**src/rtl/irq_trig_pkg.sv**
```systemverilog
package irq_trig_pkg;
  localparam int unsigned SRC_N = 51;
  localparam int unsigned LO_W  = 32;

  localparam logic [63:0] SENSE_RST = 64'h0000_1F07_FFF8_FFFF;
  localparam logic [63:0] DUAL_RST  = 64'h0000_00F8_0007_0000;
  localparam logic [63:0] EVENT_RST = 64'h0000_5F07_FFF8_FFFF;

  typedef enum logic [2:0] {
    MODE_LVL_HI,
    MODE_LVL_LO,
    MODE_RISE,
    MODE_FALL,
    MODE_BOTH
  } trig_mode_e;

  function automatic trig_mode_e decode_mode(input logic sense, input logic evt, input logic dual);
    if (sense)     return evt ? MODE_LVL_HI : MODE_LVL_LO;
    else if (dual) return MODE_BOTH;
    else           return evt ? MODE_RISE : MODE_FALL;
  endfunction
endpackage

```
**src/rtl/trig_cfg_reg.sv**
```systemverilog
module trig_cfg_reg #(
  parameter int unsigned W       = 51,
  parameter int unsigned LO_W    = 32,
  parameter logic [W-1:0] RST_VAL = '0
) (
  input  logic         clk_i,
  input  logic         rst_ni,
  input  logic [1:0]   we_i,
  input  logic [W-1:0] wdata_i,
  output logic [W-1:0] q_o
);
  localparam int unsigned HI_W = W - LO_W;

  logic [LO_W-1:0] lo_q;

  always_ff @(posedge clk_i or negedge rst_ni) begin
    if (!rst_ni)     lo_q <= RST_VAL[LO_W-1:0];
    else if (we_i[0]) lo_q <= wdata_i[LO_W-1:0];
  end

  generate
    if (HI_W > 0) begin : g_hi
      logic [HI_W-1:0] hi_q;
      always_ff @(posedge clk_i or negedge rst_ni) begin
        if (!rst_ni)     hi_q <= RST_VAL[W-1:LO_W];
        else if (we_i[1]) hi_q <= wdata_i[W-1:LO_W];
      end
      assign q_o = {hi_q, lo_q};
    end else begin : g_lo_only
      assign q_o = lo_q;
    end
  endgenerate
endmodule

```
**src/rtl/trig_src_cell.sv**
```systemverilog
module trig_src_cell
  import irq_trig_pkg::*;
(
  input  logic clk_i,
  input  logic rst_ni,
  input  logic lvl_i,
  input  logic clr_i,
  input  logic sense_i,
  input  logic event_i,
  input  logic dual_i,
  output logic raw_o
);
  logic       prev_q, raw_q, raw_d, hit;
  trig_mode_e mode;

  assign mode = decode_mode(sense_i, event_i, dual_i);

  always_comb begin
    hit = 1'b0;
    unique case (mode)
      MODE_RISE: hit = lvl_i & ~prev_q;
      MODE_FALL: hit = ~lvl_i & prev_q;
      MODE_BOTH: hit = lvl_i ^ prev_q;
      default:   hit = 1'b0;
    endcase
  end

  always_comb begin
    unique case (mode)
      MODE_LVL_HI: raw_d = lvl_i;
      MODE_LVL_LO: raw_d = ~lvl_i;
      // new edge beats a clear in the same cycle
      default:     raw_d = hit | (raw_q & ~clr_i);
    endcase
  end

  always_ff @(posedge clk_i or negedge rst_ni) begin
    if (!rst_ni) begin
      prev_q <= 1'b0;
      raw_q  <= 1'b0;
    end else begin
      prev_q <= lvl_i;
      raw_q  <= raw_d;
    end
  end

  assign raw_o = raw_q;
endmodule

```
**src/rtl/irq_trig_detect.sv**
```systemverilog
module irq_trig_detect
  import irq_trig_pkg::*;
#(
  parameter int unsigned N  = SRC_N,
  parameter int unsigned LW = LO_W
) (
  input  logic         clk_i,
  input  logic         rst_ni,
  input  logic [N-1:0] level_i,
  input  logic [N-1:0] edge_clr_i,
  input  logic [N-1:0] cfg_wdata_i,
  input  logic [1:0]   sense_we_i,
  input  logic [1:0]   dual_we_i,
  input  logic [1:0]   event_we_i,
  output logic [N-1:0] raw_o,
  output logic [N-1:0] sense_o,
  output logic [N-1:0] dual_o,
  output logic [N-1:0] event_o
);
  localparam logic [N-1:0] SENSE_INIT = SENSE_RST[N-1:0];
  localparam logic [N-1:0] DUAL_INIT  = DUAL_RST[N-1:0];
  localparam logic [N-1:0] EVENT_INIT = EVENT_RST[N-1:0];

  trig_cfg_reg #(.W(N), .LO_W(LW), .RST_VAL(SENSE_INIT)) u_sense (
    .clk_i(clk_i), .rst_ni(rst_ni), .we_i(sense_we_i), .wdata_i(cfg_wdata_i), .q_o(sense_o));
  trig_cfg_reg #(.W(N), .LO_W(LW), .RST_VAL(DUAL_INIT)) u_dual (
    .clk_i(clk_i), .rst_ni(rst_ni), .we_i(dual_we_i), .wdata_i(cfg_wdata_i), .q_o(dual_o));
  trig_cfg_reg #(.W(N), .LO_W(LW), .RST_VAL(EVENT_INIT)) u_event (
    .clk_i(clk_i), .rst_ni(rst_ni), .we_i(event_we_i), .wdata_i(cfg_wdata_i), .q_o(event_o));

  generate
    for (genvar i = 0; i < N; i++) begin : g_src
      trig_src_cell u_cell (
        .clk_i  (clk_i),
        .rst_ni (rst_ni),
        .lvl_i  (level_i[i]),
        .clr_i  (edge_clr_i[i]),
        .sense_i(sense_o[i]),
        .event_i(event_o[i]),
        .dual_i (dual_o[i]),
        .raw_o  (raw_o[i])
      );
    end
  endgenerate
endmodule

```
**config.mk**
```make
export PLATFORM = sky130hd
export DESIGN_NAME = irq_trig_detect
export DESIGN_NICKNAME = d
export VERILOG_FILES = /design/src/rtl/irq_trig_pkg.sv /design/src/rtl/trig_cfg_reg.sv /design/src/rtl/trig_src_cell.sv /design/src/rtl/irq_trig_detect.sv
export SDC_FILE = /design/constraint.sdc
export NUM_CORES = 1
export LEC_CHECK = 0
export ABC_AREA = 1
export BUFFER_PORTS_ARGS = -buffer_cell sky130_fd_sc_hd__buf_2
export CELL_PAD_IN_SITES_DETAIL_PLACEMENT = 1
export CELL_PAD_IN_SITES_GLOBAL_PLACEMENT = 2
export CORE_UTILIZATION = 33
export CTS_CLUSTER_DIAMETER = 100
export CTS_CLUSTER_SIZE = 10
export DETAILED_ROUTE_END_ITERATION = 10
export PLACE_DENSITY_LB_ADDON = 0.12
export SLEW_MARGIN = 25
export SYNTH_ARGS = -nofsm -noshare
export SYNTH_HDL_FRONTEND = slang
export SYNTH_SLANG_ARGS = --single-unit
```
**constraint.sdc**
```tcl
create_clock -name clk_i -period 2.1 [get_ports clk_i]
set_clock_uncertainty 0.2 [all_clocks]
set_input_delay 0.315 -clock clk_i [delete_from_list [all_inputs] [get_ports clk_i]]
set_output_delay 0.315 -clock clk_i [all_outputs]
set_load 0.01 [all_outputs]
```
==> results of run 1 <==
layer usage:
metal / wire [um] / global-route usage
met2: 20400 / 0.323
met3: 2800 / 0.0475
met4: 850 / 0.0451
met1: 18000 / 0.224
met5: 13 / 0
cell type report:
cell class                 instances  area, um^2  area share
clock buffer                      52         812      0.0446
timing repair buffer             538        3670       0.201
multi-input combinational        969        4960       0.272
tap                              592         741      0.0407
sequential                       255        6480       0.356
inverter                         408        1530      0.0841
clock inverter                     1        7.51    0.000412
antenna                            1        2.50    0.000137
tightest hold or removal path, cell delays in order:
cell and delay, ns:
buf_2 0.12, buf_12 0.20, nand2_1 0.10, o21ai_1 0.05
report_power, final:
| part | internal (mW) | switching [mW] |
|---|---|---|
| clock | 2.58 | 2.10 |
| combinational | 1.13 | 1.64 |
| sequential | 5.52 | 0.319 |
kinds of logic after synthesis:
family                   Yosys count
buffers and inverters            645
AO/OA/AOI/OAI                    255
adder cells (fa/ha/maj)          102
flip-flops                       255
AND/OR/NAND/NOR                  612
Yosys cell counts:
cell type  number
clkbuf_1        3
dfrtp_1       172
dfstp_2        83
o21ai_1        75
buf_4         218
ha_1          102
nor2_1        102
buf_6          14
nand2_1       459
buf_2           2
inv_1         408
a21oi_1       102
nand3_1        51
o21ai_0        66
o21ai_2        12
worst max path at each step:
stage,cells past startpoint,endpoint
after floorplan,1,event_o[0]
after global placement,6,g_src[29].u_cell.raw_o$_DFF_PN0_
after detailed placement,6,g_src[2].u_cell.raw_o$_DFF_PN0_
after CTS,1,event_o[31]
after global routing,1,event_o[31]
final,1,event_o[1]
state kept, by name, indices dropped and copies added (netlist names):
| register | flops |
|---|---|
| u_sense.g_hi.hi_q | 19 |
| g_src.u_cell.raw_o | 51 |
| u_dual.g_hi.hi_q | 19 |
| u_event.g_hi.hi_q | 19 |
| g_src.u_cell.prev_q | 51 |
| u_event.lo_q | 32 |
| u_sense.lo_q | 32 |
| u_dual.lo_q | 32 |
timing repair:
item,in CTS,in global routing
hold endpoints to repair,443,0
setup endpoints to repair,0,0
hold buffers,157,0
gates resized for setup,0,0
==> reports/qor.yml, run 1 <==
place:
  place_congestion: 0.787
  detailed_place_hpwl_um: 30700
  place.port_buffers: 364
  pre_cts_ws_ns: 0.706
  placed_cell_area_mm2: 0.0158
  placedCellCount: 2605
floorplan:
  chipHeight_um: 214
  ios: 365
  num_rows: 77
  floorplan.die_area_mm2: 0.0457
  die_width_um: 214
  fp.coreArea_mm2: 0.0442
  floorplan.initialDensity: 0.334
setup_path:
  crit_path_top_delay_cell: "dfstp_2"
  data_required_time_at_the_worst_endpoint_ns: 1.58
  critPathCaptureType: "output port"
  worstSetupStartpoint: "u_event.lo_q[1]$_DFFE_PN1P_"
  rrSetupSlack_ns: 0.85
  ordered_list_of_cells_on_the_worst_path: "buf_2"
  cpPeakStageDelay_ns: 0.55
  criticalPathCategory: "reg2out"
  critical_path.top_delay_family: "flip-flops"
  worst_r2r_path_depth: 4
  cp_data_arrival_time_ns: 1.29
  worst_setup_path_start_kind: "register"
  reg2reg_from: "g_src[50].u_cell.prev_q$_DFF_PN0_"
  endpoint_of_the_worst_register_to_register_path: "g_src[50].u_cell.raw_o$_DFF_PN0_"
  crit_fanout: 4
  cp.buffers_inverters: 1
synth:
  yosysTopAreaCellShare: 0.291
  syn_avg_cell_area_um2: 7.91
  share_of_synthesized_area_occupied_by_flip_flops_and_latches: 0.438
  synth_area_in_compound_gates: 0.0893
  synth.lib_cells_used.distinct: 15
  yosys-mux-area-fraction: 0
  post_synth_xor_area_fraction: 0
  syn-num-nets: 2132
  netlist.top_cell.by_area: "dfrtp_1"
  syn_area_mm2: 0.0148
  combinational_family_with_the_most_area_after_synthesis: "buffers and inverters"
  synth_area_leaders: "dfrtp_1 (29%), dfstp_2 (15%), nand2_1 (12%)"
  synth-warning-count: 0
  synth_simple_gate_area_share: 0.160
  synth_seq_cells: 255
  synth_fa_ha_area_frac: 0.0863
  synth_cells: 1869
sta:
  hold_viol: 0
  fraction_of_the_cycle_the_final_worst_path_needs: 0.859
  fmaxAchievable_ghz: 0.555
  rsz0062_at_grt: "false"
  finalMaxSlewViolations: 0
  worst_hold_slack_ns: 0.0442
  final_critical_path_setup_slack_ns: 0.297
  setup-violations-final: 0
  setup-tns-final_ns: 0
  timing_worst_slew_pin_value_ns: 0.512
  max_slew_margin: 0.658
  period_needed_ns: 1.80
cts:
  clock_latency_ns: 0.56
  clk_pin_slew_ns: 0.06
  tritoncts_clock_tree: "built"
  cts_setup_buffers: 0
  cts-root-buf: "clkbuf_16"
  cts_htree_levels: 1
  cts_num_sinks: 255
  cts.path.max_buffers: 3
  tritoncts.num_buffers: 29
drt:
  drt_first_iter_violations: 360
  detail_route.wl_per_cell_um: 14.9
  routed_wirelength_um: 42100
  firstDrtPassIters: 4
  avgViaCountPerCell: 4.29
  num_vias: 12100
  drt.antenna.violating_nets: 0
  detail_route.drc_violations: 0
final_layout:
  layout_commonest_cell: "nand2_1"
  stdcell_area_mm2: 0.0182
  final_cells: 2816
  layout_common_cells: "nand2_1 (459), inv_1 (408), buf_2 (363)"
  layout_overhead_on_the_synthesized_area_pct: 23.1
  fillCellCount: 5418
  layout_cells_sized_above_1: 0.228
  finalNetCount: 2464
  post_route_core_utilization: 0.412
hold_path:
  timing.hold.worst.start: "sense_we_i[0]"
  min_to: "u_sense.lo_q[8]$_DFFE_PN1P_"
  worstHoldPathCells: 4
  hold_class: "in2reg"
job:
  timing.max_cap.violations: 0
pwr:
  ir_drop_mv: 0.477
  design_power_total_mw: 13.3
  p_leak_nw: 9.94
  p_per_area_mw_per_mm2: 730
global_route:
  grt_max_degree: 65
  global_route.overflow_total: 0
  grtUsageTotal: 0.184
  global_route_wire_length_before_repair_um: 66900
  first_global_vias: 13000
  antenna_found_initial: 2
run_status:
  outcome: "finished, final reports clean"
No activity file was read; power rests on OpenSTA's default activity.
==> inputs of run 2 (changes only) <==
--- a/config.mk
+++ b/config.mk
@@ -17,4 +17,5 @@
 export SLEW_MARGIN = 25
 export SYNTH_ARGS = -nofsm -noshare
 export SYNTH_HDL_FRONTEND = slang
+export SYNTH_HIERARCHICAL = 1
 export SYNTH_SLANG_ARGS = --single-unit
==> reports/qor.yml, run 2 <==
run_status:
  outcome: "finished, final reports clean"
cts:
  clock_latency_ns: 0.56
  tritoncts.num_buffers: 29
  clk_pin_slew_ns: 0.06
  postCtsHoldBufs: 163
  cts-root-buf: "clkbuf_16"
  cts_num_sinks: 255
  cts_htree_levels: 1
  cts_repair_resize_count: 0
  cts.path.max_buffers: 3
  cts_setup_buffers: 0
  tritoncts_clock_tree: "built"
drt:
  firstDrtPassIters: 4
  drt_first_iter_violations: 474
  detail_route.drc_violations: 0
  avgViaCountPerCell: 4.30
  routed_wirelength_um: 45500
  drt.antenna.violating_nets: 0
  num_vias: 12800
  detail_route.wl_per_cell_um: 15.3
synth:
  yosys-mux-area-fraction: 0
  synth_cells: 1821
  synth-warning-count: 6
  netlist.top_cell.by_area: "dfrtp_1"
  combinational_family_with_the_most_area_after_synthesis: "simple AND/OR/NAND/NOR gates"
  share_of_synthesized_area_occupied_by_flip_flops_and_latches: 0.450
  post_synth_xor_area_fraction: 0
  synth_area_in_compound_gates: 0.0487
  synth.lib_cells_used.distinct: 15
  syn-num-nets: 2084
  share_of_synthesized_registers_carrying_an_async_set_or_reset: 1.00
  post-synth-top-count-cell: "nand2_1"
  yosysTopAreaCellShare: 0.299
  synth_area_leaders: "dfrtp_1 (30%), nand2_1 (18%), dfstp_2 (15%)"
  synth_fa_ha_area_frac: 0.0885
  synth_seq_cells: 255
  synth_edf_count: 0
  synth_flop_cell: "dfrtp_1"
  post_synth_most_frequent_cells: "nand2_1 (681), inv_1 (357), dfrtp_1 (172)"
  syn_area_mm2: 0.0144
  syn_avg_cell_area_um2: 7.91
  synth_simple_gate_area_share: 0.276
global_route:
  antenna_found_initial: 2
  first_global_vias: 13900
  global_route.overflow_total: 0
  grtUsageTotal: 0.207
  grt_max_degree: 44
  global_route_wire_length_before_repair_um: 72900
setup_path:
  worst_setup_path_start_kind: "register"
  crit_fanout: 5
  cp_data_arrival_time_ns: 1.31
  cp.buffers_inverters: 1
  crit_path_top_delay_cell: "dfstp_2"
  cpPeakStageDelay_ns: 0.58
  data_required_time_at_the_worst_endpoint_ns: 1.58
  critPathCaptureType: "output port"
  critical_path.top_delay_family: "flip-flops"
  ordered_list_of_cells_on_the_worst_path: "buf_2"
  criticalPathCategory: "reg2out"
pwr:
  p_per_area_mw_per_mm2: 706
  p_leak_nw: 10.8
  ir_drop_mv: 0.490
  netSwitchingPower_mw: 4.25
  power.share.clock: 0.340
  internal_power_mw: 9.32
  power_switching_share: 0.314
  design_power_total_mw: 13.6
  comb_power_share: 0.221
  seq_power_share: 0.439
final_layout:
  layout_cells_sized_above_1: 0.309
  layout_common_cells: "nand2_1 (681), buf_2 (363), inv_1 (357)"
  layout_commonest_cell: "nand2_1"
  layout_overhead_on_the_synthesized_area_pct: 33.3
  finalNetCount: 2629
  final_cells: 2972
sta:
  hold_viol: 0
  fraction_of_the_cycle_the_final_worst_path_needs: 0.871
  max_slew_margin: 0.651
  timing_worst_slew_pin_value_ns: 0.522
  setup-violations-final: 0
  rsz0062_at_grt: "false"
  finalMaxSlewViolations: 0
  period_needed_ns: 1.83
  setup-tns-final_ns: 0
  final_critical_path_setup_slack_ns: 0.271
  fmaxAchievable_ghz: 0.547
floorplan:
  chipHeight_um: 211
  floorplan.initialDensity: 0.335
  num_rows: 76
  floorplan.die_area_mm2: 0.0445
  fp.coreArea_mm2: 0.0431
  ios: 365
  die_width_um: 211
job:
  timing.max_cap.violations: 0
place:
  placedCellCount: 2757
  pre_cts_ws_ns: 0.724
  place_congestion: 0.791
  detailed_place_hpwl_um: 33000
  place.port_buffers: 364
hold_path:
  hold_class: "in2reg"
==> run 2: changes by cell type after synthesis, moves of 54 or more <==
cell     delta
o21ai_1    -75
nand2_1   +222
buf_4     -218
nand2_2    +84
inv_2      +54
o21ai_0    -66
==> run 2: power groups by stage <==
stage,sequential (mW),clock (mW),combinational (mW)
2_1_floorplan,6.16,0,1.39
3_3_place_gp,6.02,0,2.72
3_5_place_dp,6.04,0,2.79
4_1_cts,5.96,4.82,3.06
5_1_grt,6.03,5.01,3.39
6_report,5.95,4.62,3.00
==> run 2: worst reg2reg max path, cell delays in order (launching register included) <==
cell and delay [ns]:
dfstp_2 0.55, nand2_1 0.06, nand2_1 0.08, dlygate4sd3_1 0.56
==> run 2: kinds of logic (layout without fill, tap and decap cells) <==
| kind of cell | after synthesis | after routing |
|---|---|---|
| buffers and inverters | 444 | 1008 |
| AND/OR/NAND/NOR | 918 | 918 |
| flip-flops | 255 | 255 |
| other | 0 | 2 |
| AO/OA/AOI/OAI | 102 | 102 |
| adder cells (fa/ha/maj) | 102 | 102 |
==> run 2: path summary, 6_finish.rpt <==
path                                            startpoint                               end  slack (ns)  cells past startpoint
max                           u_event/lo_q[11]$_DFFE_PN1P_                       event_o[11]        0.27                      1
min                                          event_we_i[1]  u_event/g_hi.hi_q[8]$_DFFE_PN1P_        0.03                      4
max reg2reg                u_dual/g_hi.hi_q[5]$_DFFE_PN1P_   u_dual/g_hi.hi_q[5]$_DFFE_PN1P_        0.59                      3
min reg2reg                   u_sense/lo_q[31]$_DFFE_PN1P_      u_sense/lo_q[31]$_DFFE_PN1P_        0.27                      2
max in group asynchronous                           rst_ni      u_sense/lo_q[23]$_DFFE_PN1P_        0.90                      3
min in group asynchronous                           rst_ni  g_src[42].u_cell/raw_o$_DFF_PN0_        0.08                      2
==> run 2: routing by layer <==
layer,global-route usage,vias to the layer above,part of all wire
met4,0.0677,0,0.030
li1,-,6381,-
met2,0.355,256,0.48
met1,0.259,6064,0.44
met3,0.0404,69,0.052
met5,0,-,0
==> run 2: layout make-up <==
type / instances / area [um^2]
Antenna cell: 2 / 5.00
Clock buffer: 49 / 801
Clock inverter: 1 / 7.51
Fill cell: 5394 / 23900
Inverter: 414 / 1580
Multi-Input combinational cell: 1122 / 5950
Sequential cell: 255 / 6480
Tap cell: 585 / 732
Timing Repair Buffer: 544 / 3650
==> run 2: through the flow <==
stage                     cell area, um^2  utilization  hold slack, ns
after detailed placement            16800        0.389          0.0739
after floorplan                     14400            -          -0.181
after global routing                19200        0.446          0.0466
after CTS                           19200        0.446         0.00791
final                               19200        0.446          0.0294
after global placement              16800        0.389          0.0724
==> inputs of run 3 (changes only) <==
--- a/config.mk
+++ b/config.mk
@@ -6,14 +6,17 @@
 export NUM_CORES = 1
 export LEC_CHECK = 0
 export ABC_AREA = 1
+export ABC_CLOCK_PERIOD_IN_PS = 2100
 export BUFFER_PORTS_ARGS = -buffer_cell sky130_fd_sc_hd__buf_2
 export CELL_PAD_IN_SITES_DETAIL_PLACEMENT = 1
 export CELL_PAD_IN_SITES_GLOBAL_PLACEMENT = 2
+export CORE_MARGIN = 2
 export CORE_UTILIZATION = 33
 export CTS_CLUSTER_DIAMETER = 100
 export CTS_CLUSTER_SIZE = 10
 export DETAILED_ROUTE_END_ITERATION = 10
 export PLACE_DENSITY_LB_ADDON = 0.12
+export RECOVER_POWER = 50
 export SLEW_MARGIN = 25
 export SYNTH_ARGS = -nofsm -noshare
 export SYNTH_HDL_FRONTEND = slang
==> reports/qor.yml, run 3 (same netlist as run 2, synthesis figures left out) <==
drt:
  drt.antenna.violating_nets: 0
  routed_wirelength_um: 46000
  detail_route.wl_per_cell_um: 15.4
  detail_route.drc_violations: 0
  drt_first_iter_violations: 473
  num_vias: 12700
  avgViaCountPerCell: 4.28
  firstDrtPassIters: 4
sta:
  hold_viol: 0
  timing_worst_slew_pin_value_ns: 1.06
  period_needed_ns: 1.90
  fmaxAchievable_ghz: 0.526
  setup-tns-final_ns: 0
  rsz0062_at_grt: "false"
  max_slew_margin: 0.293
  worst_hold_slack_ns: 0.0175
  finalMaxSlewViolations: 0
  fraction_of_the_cycle_the_final_worst_path_needs: 0.906
  setup-violations-final: 0
  final_critical_path_setup_slack_ns: 0.198
setup_path:
  cp_data_arrival_time_ns: 2.21
  cpPeakStageDelay_ns: 0.55
  endpoint_of_the_worst_register_to_register_path: "u_event/lo_q[12]$_DFFE_PN1P_"
  worstSetupStartpoint: "event_we_i[0]"
  cp.buffers_inverters: 4
  rrSetupSlack_ns: 0.58
  worst_r2r_path_depth: 3
  crit_path_top_delay_cell: "dlygate4sd3_1"
  worst_setup_path_start_kind: "input pin"
  crit_fanout: 32
  criticalPathCategory: "in2reg"
  data_required_time_at_the_worst_endpoint_ns: 2.41
  critical_path.top_delay_family: "buffers and inverters"
  critPathCaptureType: "register"
  reg2reg_from: "u_event/lo_q[12]$_DFFE_PN1P_"
  ordered_list_of_cells_on_the_worst_path: "dlygate4sd3_1 -> buf_2 -> buf_4 -> nand2_1 -> nand2_1 -> dlygate4sd3_1"
final_layout:
  final_cells: 2977
  layout_cells_sized_above_1: 0.281
  finalNetCount: 2632
  layout_common_cells: "nand2_1 (681), inv_1 (357), buf_2 (309)"
  post_route_core_utilization: 0.444
  layout_commonest_cell: "nand2_1"
  stdcell_area_mm2: 0.0191
  layout_overhead_on_the_synthesized_area_pct: 32.6
floorplan:
  floorplan.initialDensity: 0.335
  die_width_um: 213
  fp.coreArea_mm2: 0.0431
  ios: 365
  num_rows: 76
  chipHeight_um: 213
  floorplan.die_area_mm2: 0.0454
global_route:
  grtUsageTotal: 0.205
  first_global_vias: 13800
  antenna_found_initial: 2
  global_route.overflow_total: 0
  global_route_wire_length_before_repair_um: 73300
  grt_max_degree: 42
place:
  pre_cts_ws_ns: 0.655
  placed_cell_area_mm2: 0.0168
  placedCellCount: 2756
  place_congestion: 0.812
  detailed_place_hpwl_um: 33200
  place.port_buffers: 364
cts:
  cts-root-buf: "clkbuf_16"
  cts_num_sinks: 255
  cts_htree_levels: 1
  tritoncts_clock_tree: "built"
  clk_pin_slew_ns: 0.06
  tritoncts.num_buffers: 29
  clock_latency_ns: 0.56
  cts_setup_buffers: 0
  cts.path.max_buffers: 3
hold_path:
  worstHoldPathCells: 4
  hold_class: "in2reg"
  timing.hold.worst.start: "dual_we_i[1]"
  min_to: "u_dual/g_hi.hi_q[6]$_DFFE_PN1P_"
pwr:
  ir_drop_mv: 0.549
  internal_power_mw: 9.31
  netSwitchingPower_mw: 4.31
  p_per_area_mw_per_mm2: 712
  power.share.clock: 0.345
  design_power_total_mw: 13.6
  seq_power_share: 0.437
  p_leak_nw: 10.7
  comb_power_share: 0.218
  power_switching_share: 0.316
run_status:
  outcome: "finished, final reports clean"
job:
  timing.max_cap.violations: 0
run 3: changes by cell type in the layout (fill, tap and decap cells not counted), sizes merged:
cell,change
buf,-66
clkbuf,+66
dlygate4sd3,+4
diode,-1
dlymetal6s2s,+1
inv,+1
run 3: worst reg2reg max path: cells and delay by family, from the launching register on:
family | cells | cell delay [ns]
buffers and inverters | 1 | 0.54
DFF | 1 | 0.59
and+or+nand+nor | 2 | 0.14
run 3: cell type report:
cell class,instances,area [um^2]
Antenna cell,1,2.50
Clock buffer,51,808
Clock inverter,2,16.3
Fill cell,5451,24000
Inverter,414,1580
Multi-Input combinational cell,1122,5950
Sequential cell,255,6480
Tap cell,585,732
Timing Repair Buffer,547,3540
run 3: what timing repair did:
item	CTS	global route
hold buffers	167	0
hold endpoints to repair	437	0
gates resized for setup	0	0
run 3: power groups by stage:
stage          Combinational, mW  Sequential (mW)  Clock, mW
2_1_floorplan               1.39             6.16          0
3_3_place_gp                2.72             6.03          0
3_5_place_dp                2.80             6.04          0
4_1_cts                     3.08             5.97       4.89
5_1_grt                     3.38             6.04       5.07
6_report                    2.97             5.95       4.69
run 3: worst max-delay path by stage:
stage / endpoint / slack, ns / cells after the start
floorplan: g_src[10].u_cell/raw_o$_DFF_PN0_ / 0.95 / 3
global placement: u_dual/lo_q[13]$_DFFE_PN0P_ / 0.68 / 4
detailed placement: u_dual/lo_q[28]$_DFFE_PN0P_ / 0.66 / 4
CTS: event_o[12] / 0.21 / 1
global route: u_sense/g_hi.hi_q[18]$_DFFE_PN0P_ / 0.1 / 3
finish: u_event/lo_q[30]$_DFFE_PN1P_ / 0.20 / 6
run 3: routing by layer:
layer,track usage,vias to the layer above,wire [um]
met2,0.361,214,22300
met4,0.0480,2,1090
li1,-,6395,-
met1,0.256,6075,20200
met3,0.0425,58,2340
met5,0,-,13
